--- config.mk ---
export PLATFORM = sky130hd
export DESIGN_NAME = dual_cpu_mailbox
export DESIGN_NICKNAME = d
export VERILOG_FILES = /design/src/rtl/mbx_pkg.sv /design/src/rtl/mbx_port_dec.sv /design/src/rtl/mbx_req_word.sv /design/src/rtl/mbx_mutex.sv /design/src/rtl/mbx_rd_reg.sv /design/src/rtl/dual_cpu_mailbox.sv
export SDC_FILE = /design/constraint.sdc
export NUM_CORES = 1
export LEC_CHECK = 0
export ABC_CLOCK_PERIOD_IN_PS = 7500
export BUFFER_PORTS_ARGS = -buffer_cell sky130_fd_sc_hd__buf_2
export CORE_MARGIN = 2
export CORE_UTILIZATION = 53
export DETAILED_ROUTE_END_ITERATION = 10
export PLACE_DENSITY = 0.85
export SLEW_MARGIN = 20
export SYNTH_ARGS = -nofsm -noshare
export SYNTH_HDL_FRONTEND = slang
export SYNTH_SLANG_ARGS = --single-unit
--- constraint.sdc ---
create_clock -name clk -period 7.5 [get_ports clk]
set_input_delay 1.5 -clock clk [delete_from_list [all_inputs] [get_ports clk]]
set_output_delay 1.5 -clock clk [all_outputs]
set_load 0.01 [all_outputs]
--- src/rtl/mbx_pkg.sv ---
package mbx_pkg;
  localparam int NDEST       = 2;
  localparam int MAP_W       = 8;
  localparam logic [MAP_W-1:0] OFS_WORD    = 8'h10;
  localparam logic [MAP_W-1:0] OFS_SET     = 8'h14;
  localparam logic [MAP_W-1:0] OFS_CLR     = 8'h18;
  localparam logic [MAP_W-1:0] BANK_STRIDE = 8'h20;
  localparam logic [MAP_W-1:0] OFS_MUTEX   = 8'hF8;

  typedef struct packed {
    logic [NDEST-1:0] set_hit;
    logic [NDEST-1:0] clr_hit;
    logic [NDEST-1:0] word_rd;
    logic             mtx_rd;
    logic             mtx_wr;
  } port_dec_t;
endpackage

--- src/rtl/mbx_port_dec.sv ---
module mbx_port_dec
  import mbx_pkg::*;
#(
  parameter int ADDR_W = 8
) (
  input  logic [ADDR_W-1:0] addr_i,
  input  logic              wr_i,
  input  logic              rd_i,
  output port_dec_t         dec_o
);
  localparam int BANKS = NDEST;

  always_comb begin
    dec_o = '0;
    for (int b = 0; b < BANKS; b++) begin
      if (addr_i == ADDR_W'(OFS_SET + MAP_W'(b) * BANK_STRIDE)) dec_o.set_hit[b] = wr_i;
      if (addr_i == ADDR_W'(OFS_CLR + MAP_W'(b) * BANK_STRIDE)) dec_o.clr_hit[b] = wr_i;
      if (addr_i == ADDR_W'(OFS_WORD + MAP_W'(b) * BANK_STRIDE)) dec_o.word_rd[b] = rd_i;
    end
    if (addr_i == ADDR_W'(OFS_MUTEX)) begin
      dec_o.mtx_rd = rd_i;
      dec_o.mtx_wr = wr_i;
    end
  end
endmodule

--- src/rtl/mbx_req_word.sv ---
module mbx_req_word #(
  parameter int DATA_W = 32
) (
  input  logic              clk,
  input  logic              rst,
  input  logic [DATA_W-1:0] set0_i,
  input  logic [DATA_W-1:0] set1_i,
  input  logic [DATA_W-1:0] clr0_i,
  input  logic [DATA_W-1:0] clr1_i,
  output logic [DATA_W-1:0] word_o,
  output logic              irq_o
);
  logic [DATA_W-1:0] word_q;
  logic [DATA_W-1:0] word_d;
  logic              irq_q;

  // clear first, then set: a set on the same bit wins
  always_comb word_d = (word_q & ~(clr0_i | clr1_i)) | set0_i | set1_i;

  always_ff @(posedge clk) begin
    if (rst) begin
      word_q <= '0;
      irq_q  <= 1'b0;
    end else begin
      word_q <= word_d;
      irq_q  <= |word_d;
    end
  end

  assign word_o = word_q;
  assign irq_o  = irq_q;
endmodule

--- src/rtl/mbx_mutex.sv ---
module mbx_mutex (
  input  logic clk,
  input  logic rst,
  input  logic rd0_i,
  input  logic rd1_i,
  input  logic wr_i,
  output logic val0_o,
  output logic val1_o,
  output logic state_o
);
  logic flag_q;

  // port 0 has priority when both test in one cycle
  assign val0_o  = flag_q;
  assign val1_o  = flag_q & ~rd0_i;
  assign state_o = flag_q;

  always_ff @(posedge clk) begin
    if (rst)                 flag_q <= 1'b1;
    else if (wr_i)           flag_q <= 1'b1;
    else if (rd0_i || rd1_i) flag_q <= 1'b0;
  end
endmodule

--- src/rtl/mbx_rd_reg.sv ---
module mbx_rd_reg
  import mbx_pkg::*;
#(
  parameter int DATA_W = 32
) (
  input  logic              clk,
  input  logic              rst,
  input  logic              rd_i,
  input  logic [NDEST-1:0]  word_sel_i,
  input  logic              mtx_sel_i,
  input  logic              mtx_val_i,
  input  logic [DATA_W-1:0] word0_i,
  input  logic [DATA_W-1:0] word1_i,
  output logic [DATA_W-1:0] rdata_o
);
  logic [DATA_W-1:0] mux_d;
  logic [DATA_W-1:0] rdata_q;

  always_comb begin
    mux_d = '0;
    if (word_sel_i[0]) mux_d = word0_i;
    if (word_sel_i[1]) mux_d = word1_i;
    if (mtx_sel_i)     mux_d = DATA_W'(mtx_val_i);
  end

  always_ff @(posedge clk) begin
    if (rst)       rdata_q <= '0;
    else if (rd_i) rdata_q <= mux_d;
  end

  assign rdata_o = rdata_q;
endmodule

--- src/rtl/dual_cpu_mailbox.sv ---
module dual_cpu_mailbox
  import mbx_pkg::*;
#(
  parameter int ADDR_W = 8,
  parameter int DATA_W = 32
) (
  input  logic              clk,
  input  logic              rst,
  input  logic [ADDR_W-1:0] p0_addr,
  input  logic              p0_wr,
  input  logic              p0_rd,
  input  logic [DATA_W-1:0] p0_wdata,
  output logic [DATA_W-1:0] p0_rdata,
  input  logic [ADDR_W-1:0] p1_addr,
  input  logic              p1_wr,
  input  logic              p1_rd,
  input  logic [DATA_W-1:0] p1_wdata,
  output logic [DATA_W-1:0] p1_rdata,
  output logic              irq0_o,
  output logic              irq1_o
);
  localparam int NPORT = 2;

  logic [ADDR_W-1:0] addr  [NPORT];
  logic              wr    [NPORT];
  logic              rd    [NPORT];
  logic [DATA_W-1:0] wdata [NPORT];
  logic [DATA_W-1:0] rdata [NPORT];
  port_dec_t         dec   [NPORT];
  logic [DATA_W-1:0] setm  [NPORT][NDEST];
  logic [DATA_W-1:0] clrm  [NPORT][NDEST];
  logic [DATA_W-1:0] word  [NDEST];
  logic [NDEST-1:0]  irq;
  logic              mtx_val [NPORT];
  logic              mtx_state;

  assign addr[0]  = p0_addr;
  assign addr[1]  = p1_addr;
  assign wr[0]    = p0_wr;
  assign wr[1]    = p1_wr;
  assign rd[0]    = p0_rd;
  assign rd[1]    = p1_rd;
  assign wdata[0] = p0_wdata;
  assign wdata[1] = p1_wdata;
  assign p0_rdata = rdata[0];
  assign p1_rdata = rdata[1];
  assign irq0_o   = irq[0];
  assign irq1_o   = irq[1];

  for (genvar p = 0; p < NPORT; p++) begin : g_port
    mbx_port_dec #(.ADDR_W(ADDR_W)) u_dec (
      .addr_i (addr[p]),
      .wr_i   (wr[p]),
      .rd_i   (rd[p]),
      .dec_o  (dec[p])
    );
    for (genvar b = 0; b < NDEST; b++) begin : g_mask
      assign setm[p][b] = dec[p].set_hit[b] ? wdata[p] : '0;
      assign clrm[p][b] = dec[p].clr_hit[b] ? wdata[p] : '0;
    end
  end

  for (genvar b = 0; b < NDEST; b++) begin : g_dest
    mbx_req_word #(.DATA_W(DATA_W)) u_word (
      .clk    (clk),
      .rst    (rst),
      .set0_i (setm[0][b]),
      .set1_i (setm[1][b]),
      .clr0_i (clrm[0][b]),
      .clr1_i (clrm[1][b]),
      .word_o (word[b]),
      .irq_o  (irq[b])
    );
  end

  mbx_mutex u_mtx (
    .clk     (clk),
    .rst     (rst),
    .rd0_i   (dec[0].mtx_rd),
    .rd1_i   (dec[1].mtx_rd),
    .wr_i    (dec[0].mtx_wr | dec[1].mtx_wr),
    .val0_o  (mtx_val[0]),
    .val1_o  (mtx_val[1]),
    .state_o (mtx_state)
  );

  for (genvar p = 0; p < NPORT; p++) begin : g_rd
    mbx_rd_reg #(.DATA_W(DATA_W)) u_rd (
      .clk        (clk),
      .rst        (rst),
      .rd_i       (rd[p]),
      .word_sel_i (dec[p].word_rd),
      .mtx_sel_i  (dec[p].mtx_rd),
      .mtx_val_i  (mtx_val[p]),
      .word0_i    (word[0]),
      .word1_i    (word[1]),
      .rdata_o    (rdata[p])
    );
  end
endmodule

==> metrics.md <==
| Metric | Value |
|---|---|
| Cell breakdown of the critical path | `buf_2, clkinv_1, buf_4, nor3_2, a221oi_1, a221oi_1, nand4_1, o41a_1` |
| CTS Hold Bufs | `0` |
| Worst hold path depth | `2` |
| Pwr dens | `around 220 nW/um^2` |
| Clock Pin Slew Worst Setup and Hold Paths | `~0.06 ns` |
| Hold Path Sink | `u_mtx.state_o$_SDFFE_PP1P_` |
| Mapped Nets | `857` |
| Highest routed layer | `met4` |
| First drt pass iteration count | `9` |
| Vias per std cell | `between 7 and 8` |
| Post-synth design cell area | `6580 sq um` |
| First-pass GRT wire length | `between 30 and 40 mm` |
| Worst-Skew Late Latency | `0.43 ns` |
| Die Y | `around 120 microns` |
| Synth area leader | `dfxtp_1` |
| Synth top area share | `about 40%` |
| FILL cells | `998` |
| Hpwl dp | `15.2 mm` |
| Largest family of logic cells by synthesized area | `compound AO/OA/AOI/OAI gates` |
| CTS Root Cell | `clkbuf_16` |
| Reg2reg setup slack | `between 5 and 6 ns` |
| Largest net degree at the start of global routing | `87` |
| Critical path type | `primary input to register` |
| GRT Util Overall | `approximately 34%` |
| Worst path slowest cell | `nor3_2` |
| Design area | `about 8100 sq um` |
| VDD IR max | `0.120 mV` |
| Drt wl/cell | `between 20 and 25 microns` |
| Final setup margin | `2.53 ns` |
| Most common flop cell mapped by yosys | `dfxtp_1` |
| Most frequent CP cell | `a221oi_1` |
| Antenna violations before repair | `1` |
| Worst path max stage delay | `0.80 ns` |
| Hold Crit Class | `register to register` |
| Congestion Overflow GR | `0` |
| Top fanout value on the critical path | `44` |
| YS warnings | `0` |
| Synthesized flop and latch total | `131` |
| P&R area growth vs syn | `22.4%` |
| Std-Cell Rows | `40` |
| Wl on met1 | `9.09 mm` |
| Synth Area in Simple Gates | `22.4%` |
| Final period util | `between 60 and 70%` |
| Setup repair bufs after CTS | `0` |
| Final ANT Viol Nets | `0` |
| Post-synthesis mux area share | `0%` |
| Post_cts resized | `0` |
| Vias in the first global route | `6573` |
| Least-Margin Pin Slew | `1.19 ns` |
| Skew final | `0.00672 ns` |
| Nets | `958` |
| Routed length on met2 | `10.2 mm` |
| Min-delay src | `u_mtx.state_o$_SDFFE_PP1P_` |
| Placed Area | `7380 sq um` |
| WL met3 | `3.41 mm` |
| Share of cells above drive strength 1 | `23.6%` |
| R2r startpoint | `g_dest[0].u_word.word_o[1]$_SDFF_PP0_` |
| Critical Path AT | `between 5 and 6 ns` |
| Netlist cell types | `33` |
| Setup TNS | `0 ns` |
| Most common cell after layout, fill and taps aside | `buf_2` |
| 1st-iter DRT viols | `1526` |
| Mapped Cells | `771` |
| Post-synthesis average cell area | `8.54 sq um` |
| DR vias | `7389` |
| Maximum clock rate | `201 MHz` |
| Unrepaired setup endpoints after global routing | `false` |
| Commonest non-fill, non-tap cells in the layout | `buf_2 (151), dfxtp_1 (131), nor2_1 (92), inv_1 (74), a222oi_1 (64)` |
| WHS | `0.497 ns` |
| Die Width | `115 microns` |
| Max_slew headroom | `20.3%` |
| Type of destination of the critical path | `register` |
| Worst reg-to-reg path cell count | `5` |
| H-tree levels | `4` |
| XOR/XNOR share of the synthesized area | `0%` |
| Worst R2R End | `g_dest[0].u_word.irq_o$_SDFF_PP0_` |
| Fin crit period | `4.97 ns` |
| Post-synth EDFFs | `0` |
| Max-cap violations | `0` |
| TritonCTS clock tree | `done` |
| Max Slew Vio Count | `0` |
| RD Place Congestion | `between 0.9 and 1` |
| Adder-cell share of the synthesized area | `0%` |
| Status | `finished clean` |
| Startpoint types | `primary input` |
| Synth Area in Compound Gates | `between 20% and 30%` |
| Sequential area share after synthesis | `39.8%` |
| Worst endpoint required time | `approximately 7.8 ns` |
| WL final | `23.2 mm` |
| Core box area | `12100 sq um` |
| Initial Util | `a little over half` |
| Dominant cells by area after synthesis | `dfxtp_1 (40%), a222oi_1 (9.7%), nor2_1 (5.5%), o221ai_1 (5.3%), o41ai_1 (5.3%)` |
| Drt drc | `0` |
| Share of synthesized flip-flops with an asynchronous set or reset | `0%` |
| Final setup violation count | `0` |
| Die area | `13300 sq um` |
| Clock Tree Buf Depth | `2` |
| Num CTS Buffers | `17` |
| Pleak | `3.20 nW` |
| Setup WS pre-CTS | `2.41 ns` |
| Final Hold Vio Count | `0` |
| Clock sinks | `131` |
| IO buf count | `151` |
| Top Ports | `152` |
-- state kept, by name (all words and copies together), names as in the netlist --
signal	count
g_dest.u_word.word_o	64
u_mtx.state_o	1
g_rd.u_rd.rdata_o	64
g_dest.u_word.irq_o	2
-- final cells by class --
class                      count  area (sq um)  area share, %
clock inverter                13           230           2.86
clock buffer                  19           443           5.50
tap                          168           210           2.61
antenna                        1          2.50         0.0311
inverter                      76           285           3.54
sequential                   131          2620           32.6
timing repair buffer         168           891           11.1
multi-input combinational    478          3370           41.8
-- cell usage after synthesis, types with 3 or more instances --
cell	number
or4b_1	3
a21boi_0	4
clkbuf_1	76
nand2_1	7
nor2_1	96
dfxtp_1	131
nand4_1	50
inv_1	75
o221ai_1	40
a22o_1	8
a211oi_1	5
and2_1	40
a21oi_1	5
buf_2	9
nor3_1	9
o41ai_1	40
nor3_2	3
a221oi_1	37
nor4_1	50
a222oi_1	64
-- worst max-delay path, delay by kind of cell --
kind                   cells  cell delay [ns]
buffers and inverters      3             1.72
AO/OA/AOI/OAI              3             1.09
AND/OR/NAND/NOR            2             0.94
-- power breakdown --
group,total [mW],switching [mW],internal (mW)
logic,0.113,0.0831,0.0295
registers,0.699,0.00150,0.698
clock network,0.950,0.318,0.632
total,1.76,0.403,1.36
-- metal layers --
layer / vias up / global-route usage, %
li1: 3282 / -
met1: 3405 / 47.9
met2: 648 / 49.9
met3: 54 / 8.68
met4: 0 / 13.3
met5: - / 0
-- per-stage QoR --
step	instances	utilization, %	power (mW)
floorplan	771	-	0.766
CTS	1053	66.8	1.75
global placement	1020	61.0	0.819
global route	1053	66.8	1.80
finish	1054	66.8	1.76
detailed placement	1021	61.2	0.821
-- worst max path at each step --
stage,from,to,cells after the start
5_1_grt,p1_wr,g_dest[0].u_word.irq_o$_SDFF_PP0_,8
4_1_cts,p1_wr,g_dest[0].u_word.irq_o$_SDFF_PP0_,8
6_report,p1_wr,g_dest[0].u_word.irq_o$_SDFF_PP0_,8
3_5_place_dp,p1_wr,g_dest[0].u_word.irq_o$_SDFF_PP0_,8
2_1_floorplan,p0_addr[5],g_dest[0].u_word.irq_o$_SDFF_PP0_,8
3_3_place_gp,p1_wr,g_dest[0].u_word.irq_o$_SDFF_PP0_,8
-- kinds of logic (layout without fill, tap and decap cells) --
logic type | Yosys count | in the layout
and+or+nand+nor | 272 | 272
DFF | 131 | 131
AOI/OAI and AO/OA | 206 | 206
buffers and inverters | 162 | 276
other | 0 | 1
Note: power is estimated with default switching activity, not from simulation.
